`config.mk`:
```
export PLATFORM = sky130hd
export DESIGN_NAME = match_timer
export DESIGN_NICKNAME = d
export VERILOG_FILES = /design/src/rtl/mt_pkg.sv /design/src/rtl/mt_prescale.sv /design/src/rtl/mt_count.sv /design/src/rtl/mt_postscale.sv /design/src/rtl/match_timer.sv
export SDC_FILE = /design/constraint.sdc
export NUM_CORES = 1
export LEC_CHECK = 0
export BUFFER_PORTS_ARGS = -buffer_cell sky130_fd_sc_hd__buf_4
export CORE_ASPECT_RATIO = 0.5
export CORE_MARGIN = 2
export CORE_UTILIZATION = 50
export CTS_BUF_LIST = sky130_fd_sc_hd__clkbuf_16
export CTS_CLUSTER_DIAMETER = 100
export DETAILED_ROUTE_END_ITERATION = 7
export PLACE_DENSITY_LB_ADDON = 0.25
export SETUP_SLACK_MARGIN = 0.15
export SLEW_MARGIN = 20
export SYNTH_ARGS = -nofsm -noshare
export SYNTH_HDL_FRONTEND = slang
export SYNTH_SLANG_ARGS = --single-unit
```
`constraint.sdc`:
```
create_clock -name clk -period 1.8 [get_ports clk]
set_input_delay 0.18 -clock clk [delete_from_list [all_inputs] [get_ports clk]]
set_output_delay 0.18 -clock clk [all_outputs]
set_load 0.02 [all_outputs]
```
`src/rtl/mt_pkg.sv`:
```
package mt_pkg;
  localparam logic [1:0] SEL_CNT = 2'd0;
  localparam logic [1:0] SEL_PER = 2'd1;
  localparam logic [1:0] SEL_CTL = 2'd2;
  localparam logic [1:0] SEL_IRQ = 2'd3;

  localparam int PRE_W = 4;

  localparam int CTL_ON      = 0;
  localparam int CTL_PRE_LO  = 1;
  localparam int CTL_POST_LO = 3;

  // terminal value of the prescaler count for each code
  function automatic logic [PRE_W-1:0] pre_limit(input logic [1:0] code);
    case (code)
      2'b00:   pre_limit = PRE_W'(0);
      2'b01:   pre_limit = PRE_W'(3);
      default: pre_limit = PRE_W'(15);
    endcase
  endfunction
endpackage

```
`src/rtl/mt_prescale.sv`:
```
module mt_prescale
  import mt_pkg::*;
(
  input  logic       clk,
  input  logic       rst,
  input  logic       run,
  input  logic       clr,
  input  logic [1:0] code,
  output logic       tick
);
  logic [PRE_W-1:0] pre_q;
  logic [PRE_W-1:0] lim;

  assign lim  = pre_limit(code);
  assign tick = run && !clr && (pre_q == lim);

  always_ff @(posedge clk) begin
    if (rst || clr)  pre_q <= '0;
    else if (tick)   pre_q <= '0;
    else if (run)    pre_q <= pre_q + 1'b1;
  end
endmodule

```
`src/rtl/mt_count.sv`:
```
module mt_count #(
  parameter int W = 8
) (
  input  logic         clk,
  input  logic         rst,
  input  logic         tick,
  input  logic         load,
  input  logic [W-1:0] load_val,
  input  logic [W-1:0] period,
  output logic [W-1:0] count,
  output logic         match_evt,
  output logic         match_q
);
  assign match_evt = tick && !load && (count == period);

  always_ff @(posedge clk) begin
    if (rst) begin
      count   <= '0;
      match_q <= 1'b0;
    end else begin
      match_q <= match_evt;
      if (load)           count <= load_val;
      else if (match_evt) count <= '0;
      else if (tick)      count <= count + 1'b1;
    end
  end
endmodule

```
`src/rtl/mt_postscale.sv`:
```
module mt_postscale #(
  parameter int W = 4
) (
  input  logic         clk,
  input  logic         rst,
  input  logic         evt,
  input  logic         clr,
  input  logic [W-1:0] code,
  output logic         term
);
  logic [W-1:0] post_q;

  assign term = evt && !clr && (post_q == code);

  always_ff @(posedge clk) begin
    if (rst || clr) post_q <= '0;
    else if (term)  post_q <= '0;
    else if (evt)   post_q <= post_q + 1'b1;
  end
endmodule

```
`src/rtl/match_timer.sv`:
```
module match_timer
  import mt_pkg::*;
#(
  parameter int CNT_W  = 8,
  parameter int POST_W = 4
) (
  input  logic             clk,
  input  logic             rst,
  input  logic             wr_en,
  input  logic [1:0]       wr_sel,
  input  logic [CNT_W-1:0] wr_data,
  output logic [CNT_W-1:0] count_o,
  output logic             match_o,
  output logic             irq_flag_o,
  output logic             irq_o
);
  logic              ctrl_on;
  logic [1:0]        pre_code;
  logic [POST_W-1:0] post_code;
  logic [CNT_W-1:0]  period_q;
  logic              irq_en;
  logic              flag_q;

  logic wr_cnt, wr_per, wr_ctl, wr_irq, restart;
  logic tick, match_evt, post_term;

  assign wr_cnt  = wr_en && (wr_sel == SEL_CNT);
  assign wr_per  = wr_en && (wr_sel == SEL_PER);
  assign wr_ctl  = wr_en && (wr_sel == SEL_CTL);
  assign wr_irq  = wr_en && (wr_sel == SEL_IRQ);
  assign restart = wr_cnt || wr_ctl;

  always_ff @(posedge clk) begin
    if (rst) begin
      ctrl_on   <= 1'b0;
      pre_code  <= '0;
      post_code <= '0;
      period_q  <= '1;
      irq_en    <= 1'b0;
      flag_q    <= 1'b0;
    end else begin
      if (wr_ctl) begin
        ctrl_on   <= wr_data[CTL_ON];
        pre_code  <= wr_data[CTL_PRE_LO +: 2];
        post_code <= wr_data[CTL_POST_LO +: POST_W];
      end
      if (wr_per) period_q <= wr_data;
      if (wr_irq) irq_en <= wr_data[0];
      if (post_term)                flag_q <= 1'b1;
      else if (wr_irq && wr_data[1]) flag_q <= 1'b0;
    end
  end

  mt_prescale u_pre (
    .clk  (clk),
    .rst  (rst),
    .run  (ctrl_on),
    .clr  (restart),
    .code (pre_code),
    .tick (tick)
  );

  mt_count #(.W(CNT_W)) u_cnt (
    .clk       (clk),
    .rst       (rst),
    .tick      (tick),
    .load      (wr_cnt),
    .load_val  (wr_data),
    .period    (period_q),
    .count     (count_o),
    .match_evt (match_evt),
    .match_q   (match_o)
  );

  mt_postscale #(.W(POST_W)) u_post (
    .clk  (clk),
    .rst  (rst),
    .evt  (match_evt),
    .clr  (restart),
    .code (post_code),
    .term (post_term)
  );

  assign irq_flag_o = flag_q;
  assign irq_o      = flag_q && irq_en;
endmodule

```
==> results.py, run 1 <==
metrics = {
    "power": {
        "p_leak_nw": 0.975,
        "p_total_mw": 1.81,
        "power_density_nw_per_um2": 793,
        "ir_worst_vdd_mv": 0.544,
    },
    "clock_network": {
        "cts.clk_slew.worst_paths_ns": 0.05,
        "root_buffer": "clkbuf_16",
        "cts_tree": "yes",
        "cts_sinks": 34,
        "clk_path_buf_depth": 2,
        "htreeDepth": 2,
        "worstSkewPairLatency_ns": 0.28,
        "numCtsBuffers": 5,
    },
    "final_layout": {
        "multi_input_area_um2": 1040,
        "final_common_cell": "buf_4",
        "syn2layout_area_growth_pct": 34.1,
        "fin_area_um2": 2280,
        "antenna_cells": 0,
        "final_nets": 267,
        "seq_area_um2": 683,
        "n_fill_cell": 221,
        "final_cell_mix": "44 x buf_4, 40 x nand2_1, 32 x dfxtp_1, 15 x nand3_1, 12 x xor2_1",
        "layoutNonFillerInstCount": 292,
        "drive_gt1_share_pct": 27.8,
    },
    "timing": {
        "setup_violations": 5,
        "maxSlewViolCount": 0,
        "slew_headroom_pct": 54.5,
        "timing.fmax_ghz": 0.535,
        "tns_ns": -0.175,
        "fin_crit_sh_pct": 104,
        "fin_skew_ns": 0.00414,
        "worst_pin_slew_ns": 0.679,
        "setup_ws_ns": -0.0694,
        "rsz0062_at_grt": "true",
        "period_minus_slack_ns": 1.87,
        "hold_viol_final": 0,
    },
    "floorplan": {
        "start_util_pct": 54.5,
        "die_x_um": 86.5,
        "ios": 24,
        "num_rows": 14,
        "die_area_um2": 3910,
        "die_y_um": 45.2,
        "core_um2": 3120,
    },
    "worst_setup_path": {
        "cp-end-kind": "register",
        "critPathLaunchType": "register",
        "worstPathMaxFanout": 7,
        "crit_cells": 5,
        "required_ns": 2.01,
        "critPathBufInv": 0,
        "cp.arrival_ns": 2.08,
        "cp_top_family": "simple AND/OR/NAND/NOR gates",
        "path_cells": "or4b_4 > a211oi_4 > o211ai_4 > or4_4 > a21oi_1",
        "crit_slowest_cell": "or4b_4",
        "crit_type": "register to register",
        "worstRegToRegCells": 5,
        "worst_path_largest_cell_delay_ns": 0.54,
    },
    "status": {
        "violations": "setup timing",
        "status": "complete, but fails checks",
    },
    "grt": {
        "grt_pass1_vias": 1592,
        "overflow": 0,
        "antenna_found_initial": 0,
        "grt_use_met2_pct": 43.1,
        "grt_start_max_net_pins": 34,
        "grt-busiest-layer": "met2",
        "met3_usage_pct": 6.76,
        "grt.total_usage_pct": 25.5,
        "grt_pass1_wl_um": 7440,
        "use_met1_pct": 32.0,
    },
    "synth": {
        "synthDominantCellAreaShare_pct": 40.0,
        "synthTopCellsByArea": "dfxtp_1 40%, nand2_1 9.1%, xor2_1 6.2%",
        "synth_fp_nets": 220,
        "synth-seq-cells": 34,
        "synth_top_area_cell": "dfxtp_1",
        "syn_area_um2": 1700,
        "synthFlopType": "dfxtp_1",
        "ys_seq_area_share_pct": 40.0,
        "synthArstFlopShare_pct": 0,
        "syn_avg_cell_area_um2": 8.34,
        "synth_edf_count": 0,
        "ys_types": 37,
        "syn_inst": 204,
        "synth_warnings": 0,
    },
    "placement": {
        "gp_routability_congestion": 0.907,
        "place_area_um2": 2080,
        "place.detailed.hpwl_um": 3160,
        "placedCellCount": 282,
        "portBuffers": 23,
    },
    "detailed_routing": {
        "postRouteWirelength_um": 4610,
        "drtIter0Drc": 110,
        "antenna_left": 0,
        "vias_per_cell": 5.76,
        "drc_errors": 0,
        "vias": 1681,
        "wl_per_cell_um": 15.8,
        "drtPass1Iterations": 4,
    },
    "run": {
        "drv_cap": 0,
    },
    "hold_path": {
        "hold_path_class": "primary input to register",
        "min_delay_path_depth": 3,
    },
}
## worst register-to-register path, cell delays in order (launching register included)
cell and delay, ns:
dfxtp_2 0.31, or4b_4 0.54, a211oi_4 0.22, o211ai_4 0.16, or4_4 0.44, a21oi_1 0.12
## where the power goes
group          internal [mW]  switching (mW)  total (mW)
clock                  0.499           0.313       0.812
combinational         0.0865           0.119       0.205
sequential             0.777          0.0150       0.792
## synth_stat cells, types with 5 or more instances
cell type	instances
nand3b_1	10
nand3_1	15
xor2_1	12
dfxtp_1	34
a21oi_1	10
a22oi_1	5
nor3_1	5
nor2_1	11
clkbuf_1	6
xnor2_1	6
nand2_1	41
nand2b_1	5
## kinds of logic after synthesis
| family | after synthesis | synth area share [%] |
|---|---|---|
| adders and majority gates | 3 | 2.21 |
| and+or+nand+nor | 108 | 32.7 |
| muxes | 2 | 1.18 |
| DFF | 34 | 40.0 |
| AOI/OAI and AO/OA | 30 | 12.6 |
| xor gates and xnor gates | 18 | 9.27 |
| buffers and inverters | 9 | 2.06 |
## area by class of cell
cell class              instances  share of cell area, %
well taps                      40                   2.20
clock buffers                   5                   5.49
flip-flops and latches         34                   30.0
multi-input cells             161                   45.5
clock inverters                 3                  0.549
repair buffers                 47                   16.0
inverters                       2                  0.329
## registers in the layout (all words and copies together) (netlist names)
name / count
period_q: 8
post_code: 4
ctrl_on: 1
u_cnt.count: 8
u_pre.pre_q: 4
u_post.post_q: 4
pre_code: 2
irq_flag_o: 1
u_cnt.match_q: 1
irq_en: 1
## metal layers
| metal | up-vias | wire, µm |
|---|---|---|
| li1 | 806 | - |
| met2 | 58 | 2120 |
| met3 | 8 | 343 |
| met5 | - | 0 |
| met4 | 0 | 76 |
| met1 | 809 | 2080 |
## stage by stage
| step | util (%) | hold slack, ns | setup WS [ns] |
|---|---|---|---|
| 2_1_floorplan | - | 0.301 | -0.0234 |
| 3_3_place_gp | 66.6 | 0.405 | -0.0513 |
| 3_5_place_dp | 66.6 | 0.418 | -0.0601 |
| 4_1_cts | 72.1 | 0.135 | -0.0549 |
| 5_1_grt | 73.1 | 0.158 | -0.136 |
| 6_report | 73.1 | 0.137 | -0.0694 |
## path summary, 6_finish.rpt
kind	startpoint	endpoint	slack, ns
worst min-delay path	wr_data[5]	period_q[5]$_SDFFE_PP1P_	0.14
worst max register to register	u_pre.pre_q[2]$_SDFFE_PP0P_	irq_flag_o$_SDFFE_PP0P_	-0.07
worst min register to register	post_code[2]$_SDFFE_PP0P_	post_code[2]$_SDFFE_PP0P_	0.48
worst max-delay path	u_pre.pre_q[2]$_SDFFE_PP0P_	irq_flag_o$_SDFFE_PP0P_	-0.07
## repair_timing
action | CTS | global route
hold buffers | 0 | 0
pin swaps | 1 | 1
gates resized for setup | 4 | 7
setup endpoints to repair | 17 | 18
endpoints found under the hold margin | 0 | 0
setup buffers | 2 | 0
Power figures use the tool's default switching activity.
==> inputs of run 2 (changes only) <==
--- a/config.mk
+++ b/config.mk
@@ -9,7 +9,6 @@
 export CORE_ASPECT_RATIO = 0.5
 export CORE_MARGIN = 2
 export CORE_UTILIZATION = 50
-export CTS_BUF_LIST = sky130_fd_sc_hd__clkbuf_16
 export CTS_CLUSTER_DIAMETER = 100
 export DETAILED_ROUTE_END_ITERATION = 7
 export PLACE_DENSITY_LB_ADDON = 0.25
==> results.py, run 2 (synthesis gave the netlist of run 1 again) <==
metrics = {
    "worst_setup_path": {
        "cp-end-kind": "register",
        "required_ns": 2.03,
        "crit_slowest_cell": "or4b_4",
        "worstPathMaxFanout": 6,
        "worst_path_largest_cell_delay_ns": 0.54,
        "path_cells": "or4b_4 > a211oi_4 > o211ai_4 > or4_4 > a21oi_2",
        "cp.arrival_ns": 2.10,
        "critPathLaunchType": "register",
        "crit_type": "register to register",
    },
    "detailed_routing": {
        "antenna_left": 0,
        "drc_errors": 0,
        "vias": 1658,
        "postRouteWirelength_um": 4450,
        "drtPass1Iterations": 4,
        "wl_per_cell_um": 15.1,
        "vias_per_cell": 5.64,
        "drtIter0Drc": 82,
    },
    "grt": {
        "overflow": 0,
        "grt_pass1_wl_um": 7180,
        "grt_start_max_net_pins": 34,
        "antenna_found_initial": 0,
        "grt_pass1_vias": 1561,
        "grt.total_usage_pct": 24.8,
    },
    "placement": {
        "portBuffers": 23,
        "place_area_um2": 2080,
        "gp_routability_congestion": 0.907,
        "place.detailed.hpwl_um": 3160,
    },
    "timing": {
        "rsz0062_at_grt": "true",
        "setup_ws_ns": -0.0659,
        "timing.fmax_ghz": 0.536,
        "worst_pin_slew_ns": 0.641,
        "maxSlewViolCount": 0,
        "setup_violations": 10,
        "slew_headroom_pct": 57.1,
        "hold_viol_final": 0,
        "fin_skew_ns": 0.00415,
        "fin_crit_sh_pct": 104,
        "period_minus_slack_ns": 1.87,
    },
    "run": {
        "drv_cap": 0,
    },
    "final_layout": {
        "final_common_cell": "buf_4",
        "final_nets": 269,
        "fin_area_um2": 2260,
        "final_cell_mix": "46 x buf_4, 40 x nand2_1, 32 x dfxtp_1, 15 x nand3_1, 12 x xor2_1",
        "largest_registers": "period_q: 8 flops, u_cnt.count: 8 flops",
        "final_core_util_pct": 72.4,
        "antenna_cells": 0,
        "syn2layout_area_growth_pct": 32.7,
        "drive_gt1_share_pct": 29.5,
    },
    "clock_network": {
        "root_buffer": "clkbuf_8",
        "worstSkewPairLatency_ns": 0.29,
        "cts_tree": "yes",
        "cts.clk_slew.worst_paths_ns": 0.07,
        "clk_path_buf_depth": 2,
        "cts_sinks": 34,
        "htreeDepth": 2,
        "hold_buffers": 0,
        "numCtsBuffers": 5,
    },
    "status": {
        "status": "complete, but fails checks",
        "violations": "setup timing",
    },
    "floorplan": {
        "num_rows": 14,
        "die_x_um": 86.5,
        "ios": 24,
        "core_um2": 3120,
        "die_area_um2": 3910,
        "start_util_pct": 54.5,
        "die_y_um": 45.2,
    },
    "hold_path": {
        "hold_path_class": "primary input to register",
    },
    "power": {
        "power_density_nw_per_um2": 706,
        "ir_worst_vdd_mv": 0.476,
        "p_total_mw": 1.59,
        "p_leak_nw": 0.963,
    },
}
[run 2: cell types whose count changed in the layout (fill, tap and decap cells not counted), sizes merged]
cell    change
inv         -1
clkbuf      +2
clkinv      -1
buf         +2
[run 2: worst paths after layout]
kind,endpoint,slack (ns),cells past startpoint,from
hold / removal,period_q[5]$_SDFFE_PP1P_,0.12,3,wr_data[5]
setup / recovery,irq_flag_o$_SDFFE_PP0P_,-0.07,5,u_pre.pre_q[2]$_SDFFE_PP0P_
hold reg to reg,post_code[2]$_SDFFE_PP0P_,0.48,2,post_code[2]$_SDFFE_PP0P_
setup reg to reg,irq_flag_o$_SDFFE_PP0P_,-0.07,5,u_pre.pre_q[2]$_SDFFE_PP0P_
[run 2: per-stage QoR]
step / std cells / hold slack, ns / setup WS (ns) / setup TNS (ns)
2_1_floorplan: 204 / 0.301 / -0.0234 / -0.0234
6_report: 294 / 0.119 / -0.0659 / -0.260
4_1_cts: 292 / 0.115 / -0.0534 / -0.389
3_5_place_dp: 282 / 0.418 / -0.0601 / -0.134
5_1_grt: 294 / 0.138 / -0.116 / -1.04
3_3_place_gp: 282 / 0.405 / -0.0513 / -0.0513
[run 2: worst max-delay path, delay by kind of cell (launching register included)]
family           cells  cell delay, ns
flip-flops           1            0.32
AO/OA/AOI/OAI        3            0.51
AND/OR/NAND/NOR      2            0.98
[run 2: layer usage]
layer | routed length [µm] | track usage [%] | vias up
li1 | - | - | 807
met1 | 2110 | 32.4 | 801
met2 | 2040 | 40.3 | 41
met3 | 224 | 6.58 | 9
met4 | 78 | 9.69 | 0
met5 | 0 | 0 | -
[run 2: cell type report]
class | count | area [µm²]
Clock buffer | 7 | 86.3
Clock inverter | 1 | 5.00
Fill cell | 237 | 861
Inverter | 2 | 7.51
Multi-Input combinational cell | 161 | 1050
Sequential cell | 34 | 683
Tap cell | 40 | 50.0
Timing Repair Buffer | 49 | 379
[run 2: power breakdown]
| group | leakage, nW | switching [mW] | internal [mW] |
|---|---|---|---|
| Sequential | 0.277 | 0.0146 | 0.775 |
| Clock | 0.0482 | 0.289 | 0.309 |
| Combinational | 0.637 | 0.117 | 0.0885 |
| Total | 0.963 | 0.421 | 1.17 |
[run 2: timing repair]
action	CTS	global route
setup buffers	2	2
endpoints found under the setup margin	17	18
resized for setup	3	12
pin swaps	1	7
==> inputs of run 3 (changes only) <==
--- a/config.mk
+++ b/config.mk
@@ -11,7 +11,7 @@
 export CORE_UTILIZATION = 50
 export CTS_CLUSTER_DIAMETER = 100
 export DETAILED_ROUTE_END_ITERATION = 7
-export PLACE_DENSITY_LB_ADDON = 0.25
+export PLACE_DENSITY = 0.74
 export SETUP_SLACK_MARGIN = 0.15
 export SLEW_MARGIN = 20
 export SYNTH_ARGS = -nofsm -noshare
==> results.py, run 3 (synthesis gave the netlist of run 1 again) <==
metrics = {
    "status": {
        "status": "complete, but fails checks",
        "violations": "setup timing",
    },
    "clock_network": {
        "worstSkewPairLatency_ns": 0.28,
        "cts_sinks": 34,
        "numCtsBuffers": 5,
        "root_buffer": "clkbuf_8",
        "htreeDepth": 2,
        "cts.clk_slew.worst_paths_ns": 0.07,
        "cts_tree": "yes",
        "hold_buffers": 0,
        "clk_path_buf_depth": 2,
    },
    "detailed_routing": {
        "drc_errors": 0,
        "drtIter0Drc": 82,
        "vias": 1585,
        "wl_per_cell_um": 14.2,
        "drtPass1Iterations": 4,
        "antenna_left": 0,
        "postRouteWirelength_um": 4160,
        "vias_per_cell": 5.41,
    },
    "timing": {
        "rsz0062_at_grt": "true",
        "fin_skew_ns": 0.00631,
        "period_minus_slack_ns": 1.86,
        "slew_headroom_pct": 60.8,
        "fin_crit_sh_pct": 103,
        "setup_ws_ns": -0.0578,
        "hold_ws_ns": 0.120,
        "setup_violations": 7,
        "timing.fmax_ghz": 0.538,
        "worst_pin_slew_ns": 0.586,
        "tns_ns": -0.232,
        "maxSlewViolCount": 0,
        "hold_viol_final": 0,
    },
    "floorplan": {
        "core_um2": 3120,
        "die_y_um": 45.2,
        "die_area_um2": 3910,
        "ios": 24,
        "num_rows": 14,
        "start_util_pct": 54.5,
        "die_x_um": 86.5,
    },
    "final_layout": {
        "largest_registers": "period_q: 8 flops, u_cnt.count: 8 flops",
        "final_cell_mix": "47 x buf_4, 40 x nand2_1, 32 x dfxtp_1, 15 x nand3_1, 12 x xor2_1",
        "layoutNonFillerInstCount": 293,
        "antenna_cells": 0,
        "final_common_cell": "buf_4",
        "fin_area_um2": 2250,
        "final_nets": 269,
        "n_fill_cell": 248,
        "syn2layout_area_growth_pct": 32.2,
        "drive_gt1_share_pct": 29.6,
    },
    "grt": {
        "antenna_found_initial": 0,
        "grt_start_max_net_pins": 33,
        "grt.total_usage_pct": 22.5,
        "overflow": 0,
        "grt_pass1_vias": 1446,
        "grt_pass1_wl_um": 6610,
    },
    "hold_path": {
        "min_to": "period_q[7]$_SDFFE_PP1P_",
        "min_delay_path_depth": 3,
        "min_from": "wr_data[7]",
        "hold_path_class": "primary input to register",
    },
    "placement": {
        "gp_routability_congestion": 0.855,
        "place_ws_ns": -0.0504,
        "place.detailed.hpwl_um": 2990,
        "place_area_um2": 2080,
        "placedCellCount": 283,
        "portBuffers": 23,
    },
    "worst_setup_path": {
        "cp-end-kind": "register",
        "required_ns": 2.01,
        "cp.arrival_ns": 2.07,
        "rr_endpoint": "irq_flag_o$_SDFFE_PP0P_",
        "crit_slowest_cell": "or4b_4",
        "crit_type": "register to register",
        "worstRegToRegCells": 5,
        "ff2ff_setup_slack_ns": -0.06,
        "worstPathMaxFanout": 8,
        "worst_path_largest_cell_delay_ns": 0.54,
        "critPathLaunchType": "register",
        "r2r-start": "u_pre.pre_q[2]$_SDFFE_PP0P_",
        "path_cells": "or4b_4 > a211oi_4 > o211ai_4 > or4_1 > a21oi_1",
    },
    "power": {
        "netSwitchingFraction_pct": 25.4,
        "clkPwrFrac_pct": 34.4,
        "p_leak_nw": 0.947,
        "p_seq_share_pct": 52.1,
        "ir_worst_vdd_mv": 0.447,
        "comb_power_share_pct": 13.5,
        "p_int_mw": 1.13,
        "power_density_nw_per_um2": 675,
        "switchingPower_uw": 386,
    },
    "run": {
        "drv_cap": 0,
    },
}
## run 3: how the worst max path moves through the flow
stage                                     start                             to  slack [ns]  depth (start not counted)
finish              u_pre.pre_q[2]$_SDFFE_PP0P_        irq_flag_o$_SDFFE_PP0P_       -0.06                          5
detailed placement  u_pre.pre_q[2]$_SDFFE_PP0P_        irq_flag_o$_SDFFE_PP0P_       -0.05                          5
floorplan           u_pre.pre_q[2]$_SDFFE_PP0P_        irq_flag_o$_SDFFE_PP0P_       -0.02                          5
global placement    u_pre.pre_q[2]$_SDFFE_PP0P_        irq_flag_o$_SDFFE_PP0P_       -0.03                          5
global route        u_pre.pre_q[2]$_SDFFE_PP0P_  u_post.post_q[1]$_SDFFE_PP0N_       -0.12                          5
CTS                 u_pre.pre_q[2]$_SDFFE_PP0P_        irq_flag_o$_SDFFE_PP0P_       -0.07                          5
## run 3: per-stage QoR
step / utilization [%] / total power [mW]
6_report: 72.1 / 1.52
5_1_grt: 72.1 / 1.58
3_3_place_gp: 66.8 / 0.997
2_1_floorplan: - / 0.915
3_5_place_dp: 66.8 / 1.00
4_1_cts: 70.7 / 1.52
## run 3: power groups by stage
stage                     clock, mW  combinational [mW]  sequential [mW]
final                         0.522               0.204            0.791
after global routing          0.562               0.224            0.792
after CTS                     0.525               0.200            0.790
after detailed placement          0               0.195            0.807
after global placement            0               0.191            0.806
after floorplan                   0              0.0960            0.819
## run 3: worst max-delay path, delay by kind of cell (launching register included)
kind	cells	cell delay [ns]
and+or+nand+nor	2	0.95
AOI/OAI and AO/OA	3	0.52
DFF	1	0.32
## run 3: cell type report
class | count | area (µm²) | share of cell area, %
clock buffers | 7 | 76.3 | 3.40
inverters | 2 | 7.51 | 0.334
multi-input cells | 161 | 1050 | 46.9
flip-flops and latches | 34 | 683 | 30.4
well taps | 40 | 50.0 | 2.23
repair buffers | 49 | 375 | 16.7
## run 3: layer usage
metal | wire (µm) | GRT usage [%] | up-vias | part of all wire (%)
met1 | 1950 | 28.3 | 742 | 47
li1 | - | - | 812 | -
met3 | 210 | 6.76 | 4 | 5.1
met2 | 1970 | 38.6 | 27 | 47
met5 | 0 | 0 | - | 0
met4 | 21 | 6.25 | 0 | 0.51
## run 3: what timing repair did
action,CTS,global route
buffers inserted,1,2
pin swaps,3,4
gates resized for setup,12,5
setup endpoints to repair,17,17
